## src/rtl/qrv_pkg.sv

```systemverilog
package qrv_pkg;
  localparam int PCT_W  = 8;
  localparam int VIDX_W = 4;
  localparam int NBANDS = 6;

  typedef logic [2:0] band_t;

  // valley number for a band and line range
  function automatic logic [VIDX_W-1:0] valley_of(input logic hl, input band_t b);
    logic [VIDX_W-1:0] v;
    case (b)
      3'd0:    v = hl ? 4'd2  : 4'd1;
      3'd1:    v = hl ? 4'd3  : 4'd2;
      3'd2:    v = hl ? 4'd5  : 4'd4;
      3'd3:    v = hl ? 4'd8  : 4'd7;
      3'd4:    v = hl ? 4'd12 : 4'd11;
      default: v = hl ? 4'd15 : 4'd13;
    endcase
    return v;
  endfunction

  // below this the band steps later
  function automatic logic [PCT_W-1:0] later_thr(input band_t b);
    logic [PCT_W-1:0] t;
    case (b)
      3'd0:    t = 8'd75;
      3'd1:    t = 8'd50;
      3'd2:    t = 8'd30;
      3'd3:    t = 8'd15;
      3'd4:    t = 8'd6;
      default: t = 8'd0;
    endcase
    return t;
  endfunction

  // at or above this the band steps earlier
  function automatic logic [PCT_W-1:0] earlier_thr(input band_t b);
    logic [PCT_W-1:0] t;
    case (b)
      3'd1:    t = 8'd78;
      3'd2:    t = 8'd53;
      3'd3:    t = 8'd33;
      3'd4:    t = 8'd20;
      3'd5:    t = 8'd8;
      default: t = 8'd255;
    endcase
    return t;
  endfunction
endpackage

```

## src/rtl/qrv_line_filter.sv

```systemverilog
module qrv_line_filter #(
  parameter int LINE_CYC = 3125000
) (
  input  logic clk,
  input  logic rst,
  input  logic raw,
  output logic flag
);
  localparam int CW = $clog2(LINE_CYC + 1);

  logic [CW-1:0] run_q;

  always_ff @(posedge clk) begin
    if (rst) begin
      flag  <= 1'b0;
      run_q <= '0;
    end else if (raw == flag) begin
      run_q <= '0;
    end else if (run_q == CW'(LINE_CYC - 1)) begin
      flag  <= raw;
      run_q <= '0;
    end else begin
      run_q <= run_q + 1'b1;
    end
  end
endmodule

```

## src/rtl/qrv_band_sel.sv

```systemverilog
module qrv_band_sel
  import qrv_pkg::*;
(
  input  logic             clk,
  input  logic             rst,
  input  logic [PCT_W-1:0] setpoint,
  output band_t            band
);
  localparam band_t LAST = band_t'(NBANDS - 1);

  // one hysteresis step per cycle
  always_ff @(posedge clk) begin
    if (rst) begin
      band <= '0;
    end else if (band < LAST && setpoint < later_thr(band)) begin
      band <= band + 3'd1;
    end else if (band != '0 && setpoint >= earlier_thr(band)) begin
      band <= band - 3'd1;
    end
  end
endmodule

```

## src/rtl/qrv_valley_track.sv

```systemverilog
module qrv_valley_track
  import qrv_pkg::*;
#(
  parameter int BLANK_CYC   = 375,
  parameter int TIMEOUT_CYC = 813
) (
  input  logic              clk,
  input  logic              rst,
  input  logic              gate_on,
  input  logic              zcd_low,
  input  logic [VIDX_W-1:0] sel_valley,
  output logic              turn_on,
  output logic [VIDX_W-1:0] valley_idx
);
  localparam int BW = $clog2(BLANK_CYC + 1);
  localparam int TW = $clog2(TIMEOUT_CYC + 1);

  logic              gate_q, zcd_q, armed;
  logic [BW-1:0]     blank_left;
  logic [TW-1:0]     quiet_cnt;
  logic [VIDX_W-1:0] seen;
  logic              off_start, live, dip, sub_evt, evt, hit;

  always_comb begin
    off_start = gate_q & ~gate_on;
    live      = armed & (blank_left == '0);
    dip       = zcd_low & ~zcd_q;
    sub_evt   = live & zcd_low & zcd_q & (quiet_cnt == TW'(TIMEOUT_CYC - 1));
    evt       = live & ~gate_on & (dip | sub_evt);
    hit       = evt & ((seen + 4'd1) == valley_idx);
  end

  always_ff @(posedge clk) begin
    if (rst) begin
      gate_q     <= 1'b0;
      zcd_q      <= 1'b0;
      armed      <= 1'b0;
      blank_left <= '0;
      seen       <= '0;
      valley_idx <= 4'd1;
      turn_on    <= 1'b0;
    end else begin
      gate_q  <= gate_on;
      zcd_q   <= zcd_low;
      turn_on <= hit;
      if (gate_on) begin
        armed <= 1'b0;
      end else if (off_start) begin
        armed      <= 1'b1;
        blank_left <= BW'(BLANK_CYC);
        seen       <= '0;
        valley_idx <= sel_valley;
      end else begin
        if (armed && blank_left != '0) blank_left <= blank_left - 1'b1;
        if (evt) seen <= seen + 4'd1;
        if (hit) armed <= 1'b0;
      end
    end
  end

  // quiet-time counter for substitute valleys
  always_ff @(posedge clk) begin
    if (rst || !live || (zcd_low != zcd_q) || sub_evt || !zcd_low) begin
      quiet_cnt <= '0;
    end else begin
      quiet_cnt <= quiet_cnt + 1'b1;
    end
  end
endmodule

```

## src/rtl/qr_valley_sel.sv

```systemverilog
module qr_valley_sel
  import qrv_pkg::*;
#(
  parameter int BLANK_CYC   = 375,
  parameter int TIMEOUT_CYC = 813,
  parameter int LINE_CYC    = 3125000
) (
  input  logic        clk,
  input  logic        rst,
  input  logic        zcd_low,
  input  logic        gate_on,
  input  logic        line_raw,
  input  logic [7:0]  setpoint,
  output logic        turn_on,
  output logic [3:0]  valley_idx,
  output logic        high_line
);
  band_t             band;
  logic [VIDX_W-1:0] sel_valley;

  qrv_line_filter #(.LINE_CYC(LINE_CYC)) u_line (
    .clk(clk), .rst(rst), .raw(line_raw), .flag(high_line)
  );

  qrv_band_sel u_band (
    .clk(clk), .rst(rst), .setpoint(setpoint), .band(band)
  );

  assign sel_valley = valley_of(high_line, band);

  qrv_valley_track #(.BLANK_CYC(BLANK_CYC), .TIMEOUT_CYC(TIMEOUT_CYC)) u_track (
    .clk(clk), .rst(rst), .gate_on(gate_on), .zcd_low(zcd_low),
    .sel_valley(sel_valley), .turn_on(turn_on), .valley_idx(valley_idx)
  );
endmodule

```

## config.mk

```make
export PLATFORM = sky130hd
export DESIGN_NAME = qr_valley_sel
export DESIGN_NICKNAME = d
export VERILOG_FILES = /design/src/rtl/qrv_pkg.sv /design/src/rtl/qrv_line_filter.sv /design/src/rtl/qrv_band_sel.sv /design/src/rtl/qrv_valley_track.sv /design/src/rtl/qr_valley_sel.sv
export SDC_FILE = /design/constraint.sdc
export NUM_CORES = 1
export LEC_CHECK = 0
export BUFFER_PORTS_ARGS = -buffer_cell sky130_fd_sc_hd__buf_2
export CORE_MARGIN = 4
export CORE_UTILIZATION = 30
export DETAILED_ROUTE_END_ITERATION = 7
export GPL_ROUTABILITY_DRIVEN = 0
export PLACE_DENSITY_LB_ADDON = 0.08
export REMOVE_ABC_BUFFERS = 1
export SYNTH_ARGS = -nofsm -noshare
export SYNTH_HDL_FRONTEND = slang
export SYNTH_SLANG_ARGS = --single-unit
```

## constraint.sdc

```tcl
create_clock -name clk -period 4 [get_ports clk]
set_input_delay 0.8 -clock clk [delete_from_list [all_inputs] [get_ports clk]]
set_output_delay 0.8 -clock clk [all_outputs]
set_load 0.1 [all_outputs]
```

* Word-level counts from Yosys, hierarchy flattened
Index checks and enable logic that the tools add are counted.
** Word-level totals
- Flip-flop bits (word level) :: 57
- Latch bits :: 0
- Bits in writable memories :: 0
- Bits in read-only memories :: 0
- Bits of input ports :: 13
- Output and inout bits :: 6
- Logic and storage cells :: 86
- Memories kept :: 0
** Cells by class
- $add $sub $neg :: 6
- $mul :: 0
- Divide/modulo/power cells :: 0
- $lt $le $gt $ge :: 3
- Equal/unequal tests :: 10
- Shifts and indexed selects :: 0
- Muxes and demuxes :: 20
- Bitwise logic cells :: 13
- Reductions and logical operators :: 23
** Operator list (number)
- one-hot mux 8 bit (5 select lines) :: 1
- one-hot mux 7 bit (5 select lines) :: 1
- 2-to-1 mux 8 bit :: 3
- adder 22 x 1 -> 22 bit (second input constant) :: 1
- equality test 22 bit (second input constant) :: 1
- one-hot mux 4 bit (5 select lines) :: 1
- 2-to-1 mux 9 bit :: 2
- 2-to-1 mux 4 bit :: 3
- adder 10 x 1 -> 10 bit (second input constant) :: 1
- equality test 10 bit (second input constant) :: 1
- AND 1 bit :: 9
- zero test 9 bit :: 1
- 2-to-1 mux 3 bit :: 3
- nonzero test 9 bit :: 1
- subtractor 9 x 1 -> 9 bit (second input constant) :: 1
- greater-or-equal comparator 8 bit :: 1
- less-than comparator 8 bit :: 1
- AND reduction 2 bit :: 4
- nonzero test 2 bit :: 4
- equality test 3 x 2 -> 1 bit (second input constant) :: 2
- equality test 3 bit (second input constant) :: 2
- adder 4 x 1 -> 4 bit (second input constant) :: 1
- equality test 4 bit :: 1
- logical OR 1 bit :: 4
- 16 further kinds :: 25

* Longest topological paths before layout
- Word-level depth :: 11
- Depth in mapped cells :: 13

* By module
From an unflattened synthesis, not the netlist that was laid out.
** Second synthesis, totals
- Cells, all modules :: 400
- Area total of the unflattened synthesis :: 3427.0 um^2
** Modules (own cells, without submodules)
- qrv_valley_track :: instances 1, cells each 173, area each 1566.5 um^2, seq. area each 620.6 um^2
- qrv_line_filter :: instances 1, cells each 124, area each 1044.8 um^2, seq. area each 460.4 um^2
- qrv_band_sel :: instances 1, cells each 87, area each 695.7 um^2, seq. area each 60.1 um^2
- qr_valley_sel :: instances 1, cells each 16, area each 120.1 um^2, seq. area each 0.0 um^2

* Worst setup path after synthesis
No wires, ideal clock.
- Path type :: register to register
- Start point :: reg u_band.band[0]
- End point :: reg u_band.band[2]
- Library setup time :: 0.091 ns
- Data arrival time :: 2.853 ns
- Data required time :: 3.909 ns
- Slack :: 1.056 ns
- Stages on the path, launching flop included :: 12
- Buffers on the path :: 1
- Period minus slack after synthesis :: 2.944 ns
- Cells stage by stage :: dfxtp_1 ha_1 ha_1 clkbuf_1 nor3_1 or3_1 ha_1 nand2b_1 a2111o_1 a32o_1 a21o_1 a311oi_1
** On the way
- Longest elaborated chain between the ends :: 7
- Elaborated cells between the ends (all ways) :: 22
- Classes of those cells :: add/sub (2); order compare (3); eq/ne (5); mux (7); reduce/logical (5)
** RTL lines
- start: declaration :: line qrv_band_sel.sv:7 : output band_t band
- start signal: assignment :: line qrv_band_sel.sv:16 : band <= band + 3'd1;
- start signal: assignment :: line qrv_band_sel.sv:18 : band <= band - 3'd1;
- equality test 3 bit, or another cell as far along :: line qrv_pkg.sv:39 : case (b)
- one-hot mux 8 bit (5 select lines) :: line qrv_pkg.sv:39
- 2-to-1 mux 8 bit :: line qrv_band_sel.sv:15 : end else if (band < LAST && setpoint < later_thr(band)) begin
- 2-to-1 mux 8 bit :: line qrv_band_sel.sv:13 : if (rst) begin
- greater-or-equal comparator 8 bit :: line qrv_band_sel.sv:17 : end else if (band != '0 && setpoint >= earlier_thr(band)) begin
- logical AND 1 bit :: line qrv_band_sel.sv:17
- nonzero test 2 bit (no line)
Parallel ways exist; a longest one is shown, timed or not. The select of a mux whose other input is x is not followed.
A chain may end at the register's enable or synchronous reset.

* Final worst setup path
Ends and elaborated chain as after synthesis.

==> results.cfg <==
[status]
outcome = finished, final reports clean

[floorplanning]
floorplan_die_height_um = 111
dieWidth_um = 111
floorplan.initialDensity_pct = 30.9
num_io_pins = 19
core.rowCount = 37
placeableCoreArea_um2 = 10400
fp.dieArea_um2 = 12400

[synthesis]
yosys.area.top_type_share_pct = 35.7
synth_flop_cell = sky130_fd_sc_hd__dfxtp_1
yosys.cell_count.top_type = sky130_fd_sc_hd__nor2_1
count_of_flip_flops_with_a_built_in_enable_after_synthesis = 0
yosys_warnings = 0
syn_avg_cell_area_um2 = 8.44
postSynthRegisterBits = 57
synthArstFlopShare_pct = 0
synth_top_cells_by_count = sky130_fd_sc_hd__nor2_1 (65), sky130_fd_sc_hd__dfxtp_1 (57), sky130_fd_sc_hd__ha_1 (28)
post_synth_main_area_contributors = sky130_fd_sc_hd__dfxtp_1 (36%), sky130_fd_sc_hd__ha_1 (11%), sky130_fd_sc_hd__nor2_1 (7.6%), sky130_fd_sc_hd__xnor2_1 (5.7%), sky130_fd_sc_hd__xor2_1 (5.7%)
synthesis.area_um2 = 3200
sequential_element_share_of_the_synthesized_area_pct = 35.7
netlist_instances = 379
yosys.area.top_type = sky130_fd_sc_hd__dfxtp_1
synth.distinct_cells = 51

[timing]
final.hold.worst_slack_ns = 0.472
timing.clock.skew_ns = 0.00994
period_share_pct = 81.4
finalSetupViolCount = 0
max_freq_mhz = 307
setup_total_negative_slack_ns = 0
maxSlewViolCount = 0
worst_slew_pin_slew_ns = 0.748
period_needed_ns = 3.26
worst_slack_ns = 0.744
final_hold_viol_count = 0
grt_setup_unrepaired = no
timing.slew.headroom_pct = 50.2

[worst_setup_path]
cpMaxStageDelayCell = sky130_fd_sc_hd__a2111o_1
maximum_net_fanout_on_the_critical_path = 6
cp_cell_sequence = inv_1 -> ha_1 -> nor2b_1 -> nand2b_1 -> nor3_1 -> or3_1 -> ha_1 -> nand2b_1 -> a2111o_1 -> a32o_1 -> a21o_1 -> a311oi_1
cp_slowest_stage_delay_ns = 0.43
cp.required_ns = 4.24
setup.worst_path.start_class = flop
critical_path_arrival_ns = 3.49
setup.worst_path.class = flop to flop
cp-end-kind = flop

[cts]
worstSkewPairLatency_ns = 0.33
postCtsResizedCells = 0
cts_inserted_buffers = 9
cts.root.buffer_cell = sky130_fd_sc_hd__clkbuf_8
cts.sink_count = 57
clock_path_buffers = 2
clkSlewWorstSetupHoldPaths_ns = 0.07
tritoncts_clock_tree = built
htree_num_levels = 3
postCtsHoldBufs = 0
cts.repair_timing.setup_buffer_count = 0

[global_route]
via_count_of_the_first_global_routing_pass = 2542
gr-usage-all-layers_pct = 12.2
gr-total-overflow = 0
pin_count_of_the_biggest_net_entering_global_routing = 24
number_of_antenna_violations_at_the_first_check_in_global_routing = 0
first_pass_grt_wire_length_mm = 12.3

[placed_design]
post-dp-hpwl_mm = 5.24
placed_cell_area_um2 = 3410
placement.io_buffers = 18
place_worst_setup_slack_ns = 0.774

[pwr]
total_leakage_power_uw = 0.00137
power_density_nw_per_um2 = 556
peakVddDrop_v = 0.000274

[final_layout]
num-nets-final = 439
final_layout_size_suffix_gt1_share_pct = 10.2
areaGrowthSynthToFinish_pct = 12.7
finish.instance_area_um2 = 3610
num_antenna_cells = 0

[drt]
drt_pass1_iterations = 4
drt.antenna.violating_nets = 0
wire_per_inst_um = 13.2
via_per_inst = 4.79
num_vias = 2580
drc_errors = 0
detailed_route_iter0_violations = 109
finalWirelength_mm = 7.09

[run]
max_cap_viol_count = 0

[worst_hold_path]
worst_min_delay_path_category = flop to flop
cells in the final DEF, fill, tap and decap left out, drive strengths merged, types with 13 or more instances in the layout:
master	count
nand3	19
nand2	20
nor2	65
a21oi	16
ha	28
xnor2	21
buf	18
xor2	21
dfxtp	57
nor3	13
inv	19
power breakdown:
part / internal, uW / total (uW) / switching (uW)
logic: 331 / 825 / 494
registers: 596 / 634 / 37.4
clock network: 303 / 545 / 243
path summary, 6_finish.rpt:
path / start / end / slack, ns / cells past startpoint
max reg2reg: u_band.band[0] / u_band.band[2] / 0.74 / 12
max: u_band.band[0] / u_band.band[2] / 0.74 / 12
min reg2reg: u_track.quiet_cnt[0] / u_track.quiet_cnt[0] / 0.47 / 1
min: u_track.quiet_cnt[0] / u_track.quiet_cnt[0] / 0.47 / 1
registers in the layout, indices dropped and copies added, names as in the netlist:
signal              cells
u_track.valley_idx      4
u_track.zcd_q           1
u_band.band             3
u_line.run_q           22
u_track.gate_q          1
u_track.armed           1
u_track.blank_left      9
u_track.seen            4
u_track.quiet_cnt      10
u_line.flag             1
u_track.turn_on         1
per-layer routing:
metal | share of wire [%] | vias to the layer above | global-route usage (%) | wire length, um
met1 | 51 | 1201 | 16.2 | 3610
met3 | 2.3 | 4 | 2.73 | 163
li1 | - | 1356 | - | -
met2 | 46 | 19 | 19.5 | 3270
met5 | 0 | - | 0 | 0
met4 | 0.65 | 0 | 3.73 | 46
metrics by stage:
step / cells / util (%) / total power (uW)
floorplan: 369 / - / 1280
global placement: 523 / 32.9 / 1490
detailed placement: 523 / 32.9 / 1480
CTS: 539 / 34.8 / 2040
global route: 539 / 34.8 / 2210
finish: 539 / 34.8 / 2000
kinds of logic (layout without fill, tap and decap cells):
logic type | after synthesis | after routing | share of synthesized area (%)
AND/OR/NAND/NOR | 169 | 169 | 25.9
flip-flops | 57 | 57 | 35.7
AO/OA/AOI/OAI | 51 | 51 | 11.3
XOR/XNOR | 42 | 42 | 11.5
buffers and inverters | 29 | 53 | 3.75
adder cells (fa/ha/maj) | 28 | 28 | 10.9
multiplexers | 3 | 3 | 0.938
worst max-delay path, delay by kind of cell (launching register included):
family | cells | cell delay [ns]
AO/OA/AOI/OAI | 4 | 1.14
adder cells (fa/ha/maj) | 2 | 0.51
buffers and inverters | 1 | 0.14
flip-flops | 1 | 0.36
AND/OR/NAND/NOR | 5 | 1.01
final cells by class:
type                            instances  area [um^2]
Fill cell                            1127         6760
Clock inverter                          5         55.1
Tap cell                              136          170
Inverter                               19         71.3
Multi-Input combinational cell        293         1940
Clock buffer                           11          141
Timing Repair Buffer                   18         90.1
Sequential cell                        57         1140
(Power assumes the default switching activity.)
